**src/rtl/spi_port_pkg.sv**
```systemverilog
// Package: shared mode codes for the serial port.
// Assumes: cfg_mode is 4 bits; unlisted codes mean "disabled".
package spi_port_pkg;
    typedef enum logic [3:0] {
        MODE_M_DIVA = 4'd0,
        MODE_M_DIVB = 4'd1,
        MODE_M_DIVC = 4'd2,
        MODE_M_TMR  = 4'd3,
        MODE_S_SEL  = 4'd4,
        MODE_S_FREE = 4'd5
    } port_mode_e;
endpackage

```
**src/rtl/spi_clkgen.sv**
```systemverilog
// Module: spi_clkgen
// Makes one "step" pulse per SCK half-period while a master transfer runs.
// Assumes: DIV_A < DIV_B < DIV_C, all even and >= 4; sel 3 uses timer_tick.
module spi_clkgen #(
    parameter int DIV_A = 4,
    parameter int DIV_B = 16,
    parameter int DIV_C = 64
) (
    input  logic       clk,
    input  logic       rst_n,
    input  logic       run,
    input  logic [1:0] sel,
    input  logic       timer_tick,
    output logic       step
);
    localparam int HA = DIV_A / 2;
    localparam int HB = DIV_B / 2;
    localparam int HC = DIV_C / 2;
    localparam int CW = $clog2(HC + 1);

    logic [CW-1:0] cnt;
    logic [CW-1:0] lim;

    // Pick the terminal count of the half-period counter.
    always_comb begin
        case (sel)
            2'd0:    lim = CW'(HA - 1);
            2'd1:    lim = CW'(HB - 1);
            default: lim = CW'(HC - 1);
        endcase
    end

    assign step = run && ((sel == 2'd3) ? timer_tick : (cnt == lim));

    // Count system cycles within a half-period.
    always_ff @(posedge clk) begin
        if (!rst_n)        cnt <= '0;
        else if (!run)     cnt <= '0;
        else if (step)     cnt <= '0;
        else if (sel != 2'd3) cnt <= cnt + 1'b1;
    end

    // divided clock never steps on two cycles in a row
    p_step_gap_r4: assert property (@(posedge clk) disable iff (!rst_n)
        (run && sel != 2'd3 && step) |=> !step);
endmodule

```
**src/rtl/spi_engine.sv**
```systemverilog
// Module: spi_engine
// Bit engine: master step sequencer, slave edge follower, tx/rx shifters.
// Assumes: configuration is stable during a transfer; load only when idle.
module spi_engine #(
    parameter int DW = 8
) (
    input  logic          clk,
    input  logic          rst_n,
    input  logic          is_master,
    input  logic          is_slave,
    input  logic          ss_use,
    input  logic          cpol,
    input  logic          cke,
    input  logic          smp,
    input  logic          load,
    input  logic [DW-1:0] load_data,
    input  logic          step,
    input  logic          sck_in,
    input  logic          sdi,
    input  logic          ss_n,
    output logic          run,
    output logic          sck_out,
    output logic          sdo,
    output logic          sdo_oe,
    output logic          busy,
    output logic          done,
    output logic [DW-1:0] rx_word
);
    localparam int KW  = $clog2(2 * DW + 2);
    localparam int CNW = $clog2(DW);
    localparam logic [KW-1:0] K_LAST = KW'(2 * DW);
    localparam logic [KW-1:0] K_END  = KW'(2 * DW + 1);
    localparam logic [KW-1:0] K_PRE  = KW'(2 * DW - 1);
    localparam logic [KW-1:0] K_PRE2 = KW'(2 * DW - 2);
    localparam logic [KW-1:0] K_TWO  = KW'(2);
    localparam logic [KW-1:0] K_THR  = KW'(3);

    logic [DW-1:0]  tx_sr;
    logic [KW-1:0]  k;
    logic [KW-1:0]  kn;
    logic           sck_r;
    logic [CNW-1:0] cnt;
    logic [2:0]     s_sck;
    logic [1:0]     s_sdi;
    logic [1:0]     s_ss;
    logic           m_smp_mid, m_smp_end, m_sample, m_launch;
    logic           s_edge, s_lead, s_trail, s_sample, s_launch, ss_act;

    assign kn = k + 1'b1;

    // Master: which half-steps sample SDI and which launch the next bit.
    always_comb begin
        m_smp_mid = cke ? (kn[0] && kn <= K_PRE)
                        : (!kn[0] && kn >= K_TWO && kn <= K_LAST);
        m_smp_end = cke ? (!kn[0] && kn >= K_TWO && kn <= K_LAST)
                        : (kn[0] && kn >= K_THR && kn <= K_END);
        m_sample  = smp ? m_smp_end : m_smp_mid;
        m_launch  = cke ? (!kn[0] && kn >= K_TWO && kn <= K_PRE2)
                        : (kn[0] && kn >= K_THR && kn <= K_PRE);
    end

    // Slave: classify synchronised SCK transitions.
    always_comb begin
        ss_act   = !ss_use || !s_ss[1];
        s_edge   = s_sck[1] ^ s_sck[2];
        s_lead   = s_edge && (s_sck[1] != cpol);
        s_trail  = s_edge && (s_sck[1] == cpol);
        s_sample = cke ? s_lead : s_trail;
        s_launch = (cke ? s_trail : s_lead) && (cnt != '0);
    end

    // Two-stage synchronisers for the slave-side pins.
    always_ff @(posedge clk) begin
        if (!rst_n) begin
            s_sck <= {3{cpol}};
            s_sdi <= '0;
            s_ss  <= 2'b11;
        end else begin
            s_sck <= {s_sck[1:0], sck_in};
            s_sdi <= {s_sdi[0], sdi};
            s_ss  <= {s_ss[0], ss_n};
        end
    end

    // Transfer sequencing and shifting for both roles.
    always_ff @(posedge clk) begin
        if (!rst_n) begin
            tx_sr   <= '0;
            rx_word <= '0;
            run     <= 1'b0;
            k       <= '0;
            sck_r   <= 1'b0;
            cnt     <= '0;
            done    <= 1'b0;
        end else begin
            done <= 1'b0;
            if (!is_slave) cnt <= '0;
            if (load) begin
                tx_sr <= load_data;
                if (is_master) begin
                    run   <= 1'b1;
                    k     <= '0;
                    sck_r <= cpol;
                end
            end else if (is_master) begin
                if (run && step) begin
                    k <= kn;
                    if (kn <= K_LAST) sck_r <= ~sck_r;
                    if (m_sample) rx_word <= {rx_word[DW-2:0], sdi};
                    if (m_launch) tx_sr <= {tx_sr[DW-2:0], 1'b0};
                    if (kn == K_END) begin
                        run  <= 1'b0;
                        done <= 1'b1;
                    end
                end
            end else if (is_slave) begin
                if (!ss_act) begin
                    cnt <= '0;
                end else begin
                    if (s_sample) begin
                        rx_word <= {rx_word[DW-2:0], s_sdi[1]};
                        if (cnt == CNW'(DW - 1)) begin
                            cnt  <= '0;
                            done <= 1'b1;
                        end else begin
                            cnt <= cnt + 1'b1;
                        end
                    end
                    if (s_launch) tx_sr <= {tx_sr[DW-2:0], 1'b0};
                end
            end
        end
    end

    assign sck_out = run ? sck_r : cpol;
    assign sdo     = tx_sr[DW-1];
    assign sdo_oe  = is_master || (is_slave && ss_act);
    assign busy    = is_master ? run : (cnt != '0);

    // the last half-step of a master word ends the transfer
    p_word_end_r2: assert property (@(posedge clk) disable iff (!rst_n)
        (is_master && run && step && k == K_LAST && !load) |=> (done && !run));
    // every clocking half-step before the last flips SCK
    p_sck_toggle_r3: assert property (@(posedge clk) disable iff (!rst_n)
        (is_master && run && step && k < K_LAST && !load) |=> (sck_out != $past(sck_out)));
    // deselected slave holds its bit counter at zero
    p_ss_reset_r11: assert property (@(posedge clk) disable iff (!rst_n)
        (is_slave && ss_use && s_ss[1]) |=> (cnt == '0));
endmodule

```
**src/rtl/spi_bufctl.sv**
```systemverilog
// Module: spi_bufctl
// Receive buffer and sticky status flags.
// Assumes: done is a one-cycle pulse with rx_word valid in that cycle.
module spi_bufctl #(
    parameter int DW = 8
) (
    input  logic          clk,
    input  logic          rst_n,
    input  logic          done,
    input  logic [DW-1:0] rx_word,
    input  logic          rd_en,
    input  logic          wr_en,
    input  logic          busy,
    input  logic          clr_flags,
    output logic [DW-1:0] rdata,
    output logic          full,
    output logic          coll,
    output logic          ovf
);
    // Land received words, keep the old one on overrun.
    always_ff @(posedge clk) begin
        if (!rst_n) begin
            rdata <= '0;
            full  <= 1'b0;
            ovf   <= 1'b0;
        end else begin
            if (done && (!full || rd_en)) begin
                rdata <= rx_word;
                full  <= 1'b1;
            end else if (done) begin
                ovf <= 1'b1;
            end else if (rd_en) begin
                full <= 1'b0;
            end
            if (clr_flags && !(done && full && !rd_en)) ovf <= 1'b0;
        end
    end

    // Flag writes that arrive during a transfer.
    always_ff @(posedge clk) begin
        if (!rst_n)              coll <= 1'b0;
        else if (wr_en && busy)  coll <= 1'b1;
        else if (clr_flags)      coll <= 1'b0;
    end

    // overrun keeps the older word
    p_no_overflow_r9: assert property (@(posedge clk) disable iff (!rst_n)
        (done && full && !rd_en) |=> (ovf && $stable(rdata)));
    // buffer-full only drops after a read
    p_full_clear_r7: assert property (@(posedge clk) disable iff (!rst_n)
        $fell(full) |-> $past(rd_en));
    // write during transfer raises the collision flag
    p_coll_r8: assert property (@(posedge clk) disable iff (!rst_n)
        (wr_en && busy) |=> coll);
endmodule

```
**src/rtl/spi_port.sv**
```systemverilog
// Module: spi_port (top)
// Configurable SPI master/slave port: mode decode and submodule wiring.
// Assumes: cfg_* inputs change only while busy is 0.
module spi_port
    import spi_port_pkg::*;
#(
    parameter int DW    = 8,
    parameter int DIV_A = 4,
    parameter int DIV_B = 16,
    parameter int DIV_C = 64
) (
    input  logic          clk,
    input  logic          rst_n,
    input  logic [3:0]    cfg_mode,
    input  logic          cfg_cpol,
    input  logic          cfg_cke,
    input  logic          cfg_smp,
    input  logic          wr_en,
    input  logic [DW-1:0] wdata,
    input  logic          rd_en,
    input  logic          clr_flags,
    output logic [DW-1:0] rdata,
    output logic          buf_full,
    output logic          wr_coll,
    output logic          rx_ovf,
    output logic          busy,
    input  logic          timer_tick,
    output logic          sck_out,
    input  logic          sck_in,
    output logic          sdo,
    output logic          sdo_oe,
    input  logic          sdi,
    input  logic          ss_n
);
    logic          is_master, is_slave, ss_use, load, step, run, done;
    logic [DW-1:0] rx_word;

    // Decode the mode field.
    always_comb begin
        is_master = (cfg_mode == MODE_M_DIVA) || (cfg_mode == MODE_M_DIVB) ||
                    (cfg_mode == MODE_M_DIVC) || (cfg_mode == MODE_M_TMR);
        is_slave  = (cfg_mode == MODE_S_SEL) || (cfg_mode == MODE_S_FREE);
        ss_use    = (cfg_mode == MODE_S_SEL);
        load      = wr_en && !busy && (is_master || is_slave);
    end

    spi_clkgen #(.DIV_A(DIV_A), .DIV_B(DIV_B), .DIV_C(DIV_C)) u_clkgen (
        .clk(clk), .rst_n(rst_n), .run(run), .sel(cfg_mode[1:0]),
        .timer_tick(timer_tick), .step(step)
    );

    spi_engine #(.DW(DW)) u_engine (
        .clk(clk), .rst_n(rst_n), .is_master(is_master), .is_slave(is_slave),
        .ss_use(ss_use), .cpol(cfg_cpol), .cke(cfg_cke), .smp(cfg_smp),
        .load(load), .load_data(wdata), .step(step), .sck_in(sck_in),
        .sdi(sdi), .ss_n(ss_n), .run(run), .sck_out(sck_out), .sdo(sdo),
        .sdo_oe(sdo_oe), .busy(busy), .done(done), .rx_word(rx_word)
    );

    spi_bufctl #(.DW(DW)) u_bufctl (
        .clk(clk), .rst_n(rst_n), .done(done), .rx_word(rx_word),
        .rd_en(rd_en), .wr_en(wr_en), .busy(busy), .clr_flags(clr_flags),
        .rdata(rdata), .full(buf_full), .coll(wr_coll), .ovf(rx_ovf)
    );
endmodule

```
**config.mk**
```make
export PLATFORM = sky130hd
export DESIGN_NAME = spi_port
export DESIGN_NICKNAME = d
export VERILOG_FILES = /design/src/rtl/spi_port_pkg.sv /design/src/rtl/spi_clkgen.sv /design/src/rtl/spi_engine.sv /design/src/rtl/spi_bufctl.sv /design/src/rtl/spi_port.sv
export SDC_FILE = /design/constraint.sdc
export NUM_CORES = 1
export LEC_CHECK = 0
export ABC_AREA = 0
export ABC_CLOCK_PERIOD_IN_PS = 5800
export BUFFER_PORTS_ARGS = -buffer_cell sky130_fd_sc_hd__buf_2
export CAP_MARGIN = 20
export CORE_AREA = 4 4 103 80
export CTS_CLUSTER_SIZE = 25
export DETAILED_ROUTE_END_ITERATION = 10
export DIE_AREA = 0 0 107 84
export GPL_ROUTABILITY_DRIVEN = 0
export GPL_TIMING_DRIVEN = 0
export PLACE_DENSITY = 0.6
export SLEW_MARGIN = 20
export SYNTH_ARGS = -nofsm -noshare
export SYNTH_HDL_FRONTEND = slang
export SYNTH_SLANG_ARGS = --single-unit
```
**constraint.sdc**
```tcl
create_clock -name clk -period 5.8 [get_ports clk]
set_clock_uncertainty 0.1 [all_clocks]
set_input_delay 0.29 -clock clk [delete_from_list [all_inputs] [get_ports clk]]
set_output_delay 0.29 -clock clk [all_outputs]
set_load 0.02 [all_outputs]
```
==> results.json, run 1 <==
{
  "crit_fanout": 10,
  "synth.distinct_cells": 61,
  "cts-resized-gates": 0,
  "grtUsageTotal_pct": 15.0,
  "worst_pin_slew_ns": 0.867,
  "cts-root-buf": "clkbuf_8",
  "core-area_sq_um": 7230,
  "clock_latency_ns": 0.30,
  "cp_data_arrival_time_ns": 3.27,
  "yosysSeqAreaShare_pct": 35.2,
  "p_switching_uw": 167,
  "worstSetupPathType": "reg -> reg",
  "io_buffers": 37,
  "sequentialPowerShare_pct": 56.4,
  "hold_viol_final": 0,
  "htree_levels": 2,
  "initial_core_util_pct": 40.2,
  "critical-path-slowest-cell": "a221oi_1",
  "place_ws_ns": 2.58,
  "numCtsBuffers": 5,
  "peakVddDrop_uv": 135,
  "vias_per_cell": 5.27,
  "synth-async-reset-ratio_pct": 0,
  "synth_edf_count": 0,
  "crit_path_cell_trace": "buf_6, inv_1, ha_1, or4_4, o31ai_4, xnor2_2, a221oi_1, o21ai_0, o311ai_0",
  "fin_setup_tns_ns": 0,
  "r2r_end": "u_engine.rx_word[7]",
  "whs_ns": 0.0601,
  "worst_setup_path_end_kind": "register",
  "run_status": "finished clean",
  "drc_errors": 0,
  "yosys_warnings": 0,
  "grt_pass1_vias": 2352,
  "wl_per_cell_microns": 13.8,
  "critPathRequiredTime_ns": 5.90,
  "clk_pin_slew_ns": 0.10,
  "fin_total_pwr_uw": 635,
  "io_pins": 39,
  "dieArea_sq_um": 8990,
  "max-slew-margin-rel_pct": 42.2,
  "crit_path_start": "u_engine.k[0]",
  "n_antenna_cell": 0,
  "grt_use_met3_pct": 3.63,
  "fin_nets": 409,
  "num_vias": 2522,
  "antenna_found_initial": 0,
  "die_w_microns": 107,
  "layout_common_cells": "51 x dfxtp_1, 46 x nand2_1, 38 x buf_2",
  "rows": 27,
  "maxSlewViolCount": 0,
  "hold_buffers": 0,
  "critPathLaunchType": "register",
  "period_needed_ns": 3.17,
  "r2r_slack_ns": 2.63,
  "synth_ff_type": "dfxtp_1",
  "drt_wl_total_mm": 6.63,
  "cp-endpoint": "u_engine.rx_word[7]",
  "drt-pass1-iter-count": 4,
  "finalSetupViolCount": 0,
  "fin_crit_sh_pct": 54.7,
  "grt_pass1_wl_mm": 11.2,
  "die_h_microns": 84,
  "grt_remaining_overflow": 0,
  "reg2regPathDepth": 9,
  "hold_class": "in -> reg",
  "hpwl_mm": 4.91,
  "cts_tree": "done",
  "crit_path_max_incr_delay_ns": 0.79,
  "clock-sinks": 51,
  "leakage_uw": 0.00134,
  "fmax_mhz": 315,
  "clk_path_buf_depth": 2,
  "grt.busiest_layer": "met2",
  "synth_cells": 333,
  "layout-drive-gt1-share_pct": 20.9,
  "drt_iter0_drc": 93,
  "synth_fp_nets": 365,
  "syn_avg_cell_area_sq_um": 8.72,
  "layout_commonest_cell": "dfxtp_1",
  "sw_frac_of_total_pct": 26.4,
  "grt_max_degree": 17,
  "drtAntennaViolNets": 0,
  "grtUsageMet2_pct": 23.5,
  "cts_setup_buffers": 0,
  "pwr-share-clk_pct": 32.8,
  "powerDensity_nw_per_um2": 192,
  "netlist_area_sq_um": 2900,
  "combPwrFrac_pct": 10.8,
  "drv_cap": 0,
  "rsz0062_at_grt": "no",
  "reg2reg_from": "u_engine.k[0]",
  "synthToLayoutAreaGrowth_pct": 13.8,
  "p_int_uw": 467,
  "ys_seq_elements": 51,
  "fin_ws_ns": 2.63,
  "grt_use_met1_pct": 21.4
}
[worst min path at each step]
stage | startpoint | endpoint | depth (start not counted)
after floorplan | u_engine.s_ss[0] | u_engine.s_ss[1] | 1
after global placement | u_engine.s_ss[0] | u_engine.s_ss[1] | 1
after detailed placement | u_engine.s_ss[0] | u_engine.s_ss[1] | 1
after CTS | ss_n | u_engine.s_ss[0] | 2
after global routing | ss_n | u_engine.s_ss[0] | 2
final | ss_n | u_engine.s_ss[0] | 2
[registers in the layout, summed over array words and instances (netlist names)]
| name | count |
|---|---|
| u_bufctl.rdata | 8 |
| u_engine.cnt | 3 |
| u_engine.s_ss | 2 |
| u_engine.sck_r | 1 |
| u_engine.tx_sr | 8 |
| u_bufctl.coll | 1 |
| u_engine.done | 1 |
| u_engine.rx_word | 8 |
| u_clkgen.cnt | 6 |
| u_engine.s_sck | 3 |
| u_engine.s_sdi | 2 |
| u_bufctl.ovf | 1 |
| u_bufctl.full | 1 |
| u_engine.run | 1 |
| u_engine.k | 5 |
[per-layer routing]
metal | up-vias | share of wire (%)
li1 | 1282 | -
met1 | 1184 | 52
met2 | 54 | 42
met3 | 2 | 5.6
met4 | 0 | 0.30
met5 | - | 0
[power groups by stage]
stage / clock, uW / combinational, uW / sequential, uW
floorplan: 0 / 45.3 / 366
global placement: 0 / 68.3 / 366
detailed placement: 0 / 68.4 / 366
CTS: 218 / 68.7 / 358
global route: 233 / 76.0 / 359
finish: 209 / 68.5 / 358
[final cells by class]
type	count	area, sq um
clock inverters	3	20.0
multi-input cells	261	1760
well taps	101	126
fillers	755	3930
repair buffers	37	185
clock buffers	5	68.8
flip-flops and latches	51	1020
inverters	7	26.3
plain buffers	14	98.8
[cell families (layout without fill, tap and decap cells)]
family | Yosys count | after routing | synth area share, %
AOI/OAI and AO/OA | 67 | 67 | 17.9
and+or+nand+nor | 148 | 148 | 25.5
DFF | 51 | 51 | 35.2
muxes | 28 | 28 | 10.1
xor gates and xnor gates | 10 | 10 | 3.53
buffers and inverters | 21 | 66 | 4.31
adders and majority gates | 8 | 8 | 3.45
[Yosys cell counts, drive strengths merged, types with 5 or more instances]
| cell | count | share of area, % |
|---|---|---|
| nor3 | 6 | 1.0 |
| ha | 8 | 3.4 |
| a21oi | 12 | 2.1 |
| nor2 | 32 | 4.1 |
| o21ai | 11 | 1.9 |
| mux2 | 10 | 3.9 |
| nand4 | 8 | 1.7 |
| nor2b | 12 | 2.6 |
| nand2 | 46 | 5.9 |
| buf | 8 | 2.6 |
| clkbuf | 6 | 0.78 |
| dfxtp | 51 | 35 |
| inv | 6 | 0.78 |
| and2 | 8 | 1.7 |
| xnor2 | 6 | 2.3 |
| nand3 | 11 | 1.9 |
| nand2b | 5 | 1.1 |
| mux2i | 18 | 6.2 |
| a22oi | 6 | 1.6 |
[per-stage QoR]
stage	utilization (%)	cells	area, sq um
floorplan	-	333	2900
global placement	44.5	471	3210
detailed placement	44.5	471	3210
CTS	45.7	479	3300
global route	45.7	479	3300
finish	45.7	479	3300
[worst max-delay path, delay by kind of cell (launching register included)]
family / cells / cell delay, ns
AO/OA/AOI/OAI: 4 / 1.21
XOR/XNOR: 1 / 0.16
adder cells (fa/ha/maj): 1 / 0.36
buffers and inverters: 2 / 0.27
flip-flops: 1 / 0.52
AND/OR/NAND/NOR: 1 / 0.44
Power figures use the tool's default switching activity.
==> run 2, diff against run 1 <==
ABC_CLOCK_PERIOD_IN_PS = 2590   (was 5800)
PLACE_DENSITY = 0.62   (was 0.6)
clock period = 2.59 ns   (was 5.8 ns; I/O delays follow)
==> run 2 against run 1 <==
  * Maximum frequency grew 24%
  * Non-clock buffer count increased by 22
  * First-iteration DRC count grew 27%
  * Wire length increased by 7.4%
  * Register-to-register slack worse by 2.6 ns
  * Flip-flop and latch count stayed put
  * Critical path depth up 1
  * Largest power group unchanged
  * Sequential power grew 120%
  * Final area up 11%
  * Highest routed layer unchanged
  * Worst setup slack lost 2.6 ns
==> results.json, run 2 (same netlist as run 1, synthesis figures left out) <==
{
  "layout_commonest_cell": "dfxtp_1",
  "cts_tree": "done",
  "critical-path-slowest-cell": "or4_4",
  "drt_iter0_drc": 118,
  "layout-drive-gt1-share_pct": 27.1,
  "grt_pass1_wl_mm": 12.1,
  "period_needed_ns": 2.55,
  "clk_path_buf_depth": 2,
  "clock-sinks": 51,
  "wl_per_cell_microns": 14.2,
  "drt_wl_total_mm": 7.12,
  "drt-pass1-iter-count": 4,
  "clk_pin_slew_ns": 0.09,
  "hold_viol_final": 0,
  "io_pins": 39,
  "run_status": "finished clean",
  "worstSetupPathType": "reg -> reg",
  "peakVddDrop_uv": 290,
  "fmax_mhz": 392,
  "numCtsBuffers": 5,
  "hold_class": "in -> reg",
  "rows": 27,
  "maxSlewViolCount": 0,
  "critPathLaunchType": "register",
  "crit_fanout": 5,
  "sequentialPowerShare_pct": 52.0,
  "powerDensity_nw_per_um2": 418,
  "drtAntennaViolNets": 0,
  "fin_cells": 500,
  "n_antenna_cell": 0,
  "cts-root-buf": "clkbuf_8",
  "place_inst": 471,
  "layout_common_cells": "49 x dfxtp_1, 46 x nand2_1, 38 x buf_2",
  "fin_util_pct": 50.9,
  "sw_frac_of_total_pct": 25.0,
  "core-area_sq_um": 7230,
  "worst_pin_slew_ns": 0.625,
  "worst_setup_path_end_kind": "register",
  "finalSetupViolCount": 0,
  "grt_max_degree": 16,
  "hpwl_mm": 4.96,
  "grt_pass1_vias": 2542,
  "antenna_found_initial": 0,
  "vias_per_cell": 5.25,
  "reg_top3": "u_bufctl.rdata x8, u_engine.rx_word x8, u_engine.tx_sr x8",
  "die_h_microns": 84,
  "p_switching_uw": 384,
  "grtUsageTotal_pct": 16.3,
  "die_w_microns": 107,
  "num_vias": 2623,
  "drc_errors": 0,
  "fin_crit_sh_pct": 98.5,
  "htree_levels": 2,
  "initial_core_util_pct": 40.2,
  "clock_latency_ns": 0.31,
  "crit_path_cell_trace": "buf_8, inv_6, ha_4, or4_4, o31ai_4, buf_6, xnor2_4, a221o_2, a31o_1, a311oi_1",
  "fin_nets": 431,
  "grt_remaining_overflow": 0,
  "dieArea_sq_um": 8990,
  "cp_top_family": "compound AO/OA/AOI/OAI gates",
  "synthToLayoutAreaGrowth_pct": 26.8,
  "critPathBufInv": 3,
  "io_buffers": 37,
  "pwr-share-clk_pct": 36.6,
  "leakage_uw": 0.00149,
  "cp_data_arrival_time_ns": 2.67,
  "fill_cells": 696,
  "p_int_uw": 1150,
  "max-slew-margin-rel_pct": 58.3,
  "rsz0062_at_grt": "yes",
  "drv_cap": 0,
  "crit_path_max_incr_delay_ns": 0.43,
  "combPwrFrac_pct": 11.5,
  "critPathRequiredTime_ns": 2.71
}
[run 2: power groups by stage]
stage	clock, uW	combinational [uW]	sequential, uW
finish	562	176	799
global route	609	194	801
CTS	572	170	799
detailed placement	0	154	819
global placement	0	153	819
floorplan	0	101	819
[run 2: metrics by stage]
step                      setup TNS, ns  instance area, sq um  power [uW]  setup WS [ns]  hold WS, ns
after global placement            -4.23                  3220         972         -0.335        0.225
final                                 0                  3680        1540         0.0385       0.0203
after detailed placement          -4.66                  3220         974         -0.351        0.214
after CTS                       -0.0132                  3540        1540        -0.0132       0.0187
after global routing             -0.154                  3680        1600        -0.0619       0.0436
after floorplan                       0                  2900         920         0.0241        0.131
[run 2: final timing paths]
kind,startpoint,end,slack (ns),depth (start not counted)
max,u_engine.k[0],u_engine.rx_word[0],0.04,10
min,cfg_cpol,u_engine.s_sck[2],0.02,3
min reg2reg,u_engine.s_ss[0],u_engine.s_ss[1],0.32,1
max reg2reg,u_engine.k[0],u_engine.rx_word[0],0.04,10
[run 2: final cells by class]
type | instances | area (sq um) | share of cell area, %
tap | 101 | 126 | 3.43
sequential | 51 | 1030 | 27.9
multi-input combinational | 261 | 1890 | 51.3
buffer | 13 | 103 | 2.79
clock inverter | 2 | 37.5 | 1.02
inverter | 7 | 31.3 | 0.850
clock buffer | 5 | 68.8 | 1.87
timing repair buffer | 60 | 398 | 10.8
[run 2: routing by layer]
metal | routed length (microns) | vias up | GRT usage, %
met4 | 61 | 0 | 3.37
met3 | 384 | 7 | 3.09
met1 | 3570 | 1220 | 23.3
met5 | 0 | - | 0
met2 | 3100 | 63 | 25.6
li1 | - | 1333 | -
[run 2: repair_timing]
| item | in CTS | in global routing |
|---|---|---|
| hold endpoints to repair | 6 | 0 |
| setup endpoints to repair | 17 | 16 |
| hold buffers | 5 | 0 |
| gates resized for setup | 20 | 10 |
| pin swaps | 7 | 9 |
| setup buffers | 7 | 11 |
[run 2: worst reg2reg max path, stage by stage (launching register included)]
cell and delay [ns]:
dfxtp_4 0.37, buf_8 0.10, inv_6 0.03, ha_4 0.24, or4_4 0.43, o31ai_4 0.07
buf_6 0.17, xnor2_4 0.10, a221o_2 0.43, a31o_1 0.23, a311oi_1 0.19
==> run 3, diff against run 2 <==
CORE_AREA = 4 4 92 72   (was 4 4 103 80)
DIE_AREA = 0 0 96 76   (was 0 0 107 84)
HOLD_SLACK_MARGIN = 0.03   (was not set)
PLACE_DENSITY = 0.75   (was 0.62)
==> run 3 against run 2 <==
  * Utilization is 12 points higher
  * Via count is 2.9% higher
  * Count of clock-buffer cells in the layout stayed put
  * Sequential power hardly changed
  * Worst setup slack worse by 0.032 ns
  * Register-to-register slack worse by 0.03 ns
  * Combinational power hardly changed
  * Final cell count is 5.0% lower
  * Highest routed layer unchanged
==> results.json, run 3 (same netlist as run 1, synthesis figures left out) <==
{
  "run_status": "finished clean",
  "critPathRequiredTime_ns": 2.71,
  "hold_class": "in -> reg",
  "period_needed_ns": 2.58,
  "grt_pass1_wl_mm": 11.2,
  "rsz0062_at_grt": "yes",
  "max-slew-margin-rel_pct": 58.3,
  "drt_wl_total_mm": 7.16,
  "layout_common_cells": "49 x dfxtp_1, 46 x nand2_1, 38 x buf_2",
  "clock-sinks": 51,
  "fin_nets": 428,
  "drc_errors": 0,
  "core-area_sq_um": 5740,
  "finalInstanceArea_sq_um": 3630,
  "worstSetupPathType": "reg -> reg",
  "place_area_sq_um": 3190,
  "fmax_mhz": 387,
  "reg_top3": "u_bufctl.rdata x8, u_engine.rx_word x8, u_engine.tx_sr x8",
  "die_w_microns": 96,
  "fill_cells": 503,
  "powerDensity_nw_per_um2": 398,
  "clk_path_buf_depth": 2,
  "drtAntennaViolNets": 0,
  "initial_core_util_pct": 50.6,
  "wl_per_cell_microns": 15.1,
  "drt_iter0_drc": 177,
  "htree_levels": 2,
  "cts-root-buf": "clkbuf_8",
  "worst_setup_path_end_kind": "register",
  "fin_total_pwr_uw": 1440,
  "numCtsBuffers": 5,
  "layout-drive-gt1-share_pct": 27.0,
  "io_pins": 39,
  "finalSetupViolCount": 0,
  "clk_pin_slew_ns": 0.10,
  "critPathLaunchType": "register",
  "grt_pass1_vias": 2348,
  "maxSlewViolCount": 0,
  "peakVddDrop_uv": 360,
  "leakage_uw": 0.00146,
  "dieArea_sq_um": 7300,
  "layout_commonest_cell": "dfxtp_1",
  "vias_per_cell": 5.68,
  "synthToLayoutAreaGrowth_pct": 25.0,
  "fin_setup_tns_ns": 0,
  "worst_pin_slew_ns": 0.625,
  "whs_ns": 0.0392,
  "fin_cells": 475,
  "grtUsageTotal_pct": 18.8,
  "drv_cap": 0,
  "rows": 24,
  "clock_latency_ns": 0.30,
  "antenna_found_initial": 0,
  "grt_remaining_overflow": 0,
  "hpwl_mm": 4.65,
  "place_inst": 448,
  "io_buffers": 37,
  "grt_max_degree": 17,
  "hold_viol_final": 0,
  "num_vias": 2698,
  "cp_data_arrival_time_ns": 2.71,
  "crit_fanout": 5,
  "die_h_microns": 76,
  "cts_tree": "done",
  "drt-pass1-iter-count": 5,
  "fin_crit_sh_pct": 99.7,
  "n_antenna_cell": 0
}
[run 3: cell count changes in the layout (fill, tap and decap cells not counted), moves of 2 or more]
cell / before / now
a311oi_1: 2 / 0
a311oi_2: 0 / 2
o21ai_1: 0 / 5
buf_4: 14 / 11
buf_6: 9 / 7
o21ai_0: 11 / 6
[run 3: path summary, 6_finish.rpt]
kind         cells after the start  slack, ns             start             endpoint
max                             10      0.007     u_engine.k[0]  u_engine.rx_word[0]
min                              3       0.04          cfg_cpol    u_engine.s_sck[2]
max reg2reg                     10      0.007     u_engine.k[0]  u_engine.rx_word[0]
min reg2reg                      1       0.32  u_engine.s_ss[0]     u_engine.s_ss[1]
[run 3: stage by stage]
| step | setup slack [ns] | utilization, % |
|---|---|---|
| 2_1_floorplan | 0.0241 | - |
| 3_3_place_gp | -0.307 | 55.6 |
| 3_5_place_dp | -0.379 | 55.6 |
| 4_1_cts | 0.00244 | 60.6 |
| 5_1_grt | -0.0705 | 63.3 |
| 6_report | 0.00655 | 63.3 |
[run 3: critical path, cell delays in order (launching register included)]
cell and delay (ns):
dfxtp_4 0.38, buf_8 0.11, inv_6 0.03, ha_4 0.24
or4_4 0.43, o31ai_4 0.07, buf_6 0.17, xnor2_4 0.10
a221o_2 0.43, a31o_1 0.25, a311oi_2 0.18
[run 3: final cells by class]
type                    count  area [sq um]  area share, %
multi-input cells         261          1900           52.3
flip-flops and latches     51          1030           28.3
repair buffers             57           387           10.7
plain buffers              13          98.8           2.72
well taps                  78          97.6           2.69
clock buffers               5          68.8           1.90
inverters                   7          31.3          0.862
clock inverters             3          20.0          0.552
[run 3: routing by layer]
layer  GRT usage (%)  up-vias  share of wire [%]
met1            27.9     1259                 47
met5               0        -                  0
li1                -     1326                  -
met3            4.15       11                7.1
met4            3.13        0               0.95
met2            28.0      102                 45
[run 3: what timing repair did]
action / CTS / global route
buffers inserted: 7 / 7
setup endpoints to repair: 16 / 16
pin swaps: 7 / 10
resized for setup: 15 / 20
endpoints found under the hold margin: 6 / 1
hold buffers: 5 / 1
[run 3: report_power, final]
group          switching (uW)  internal (uW)  leakage (uW)
Clock                     275            189     0.0000402
Sequential               6.19            793      0.000415
Combinational             100           79.0       0.00101
Total                     382           1060       0.00146
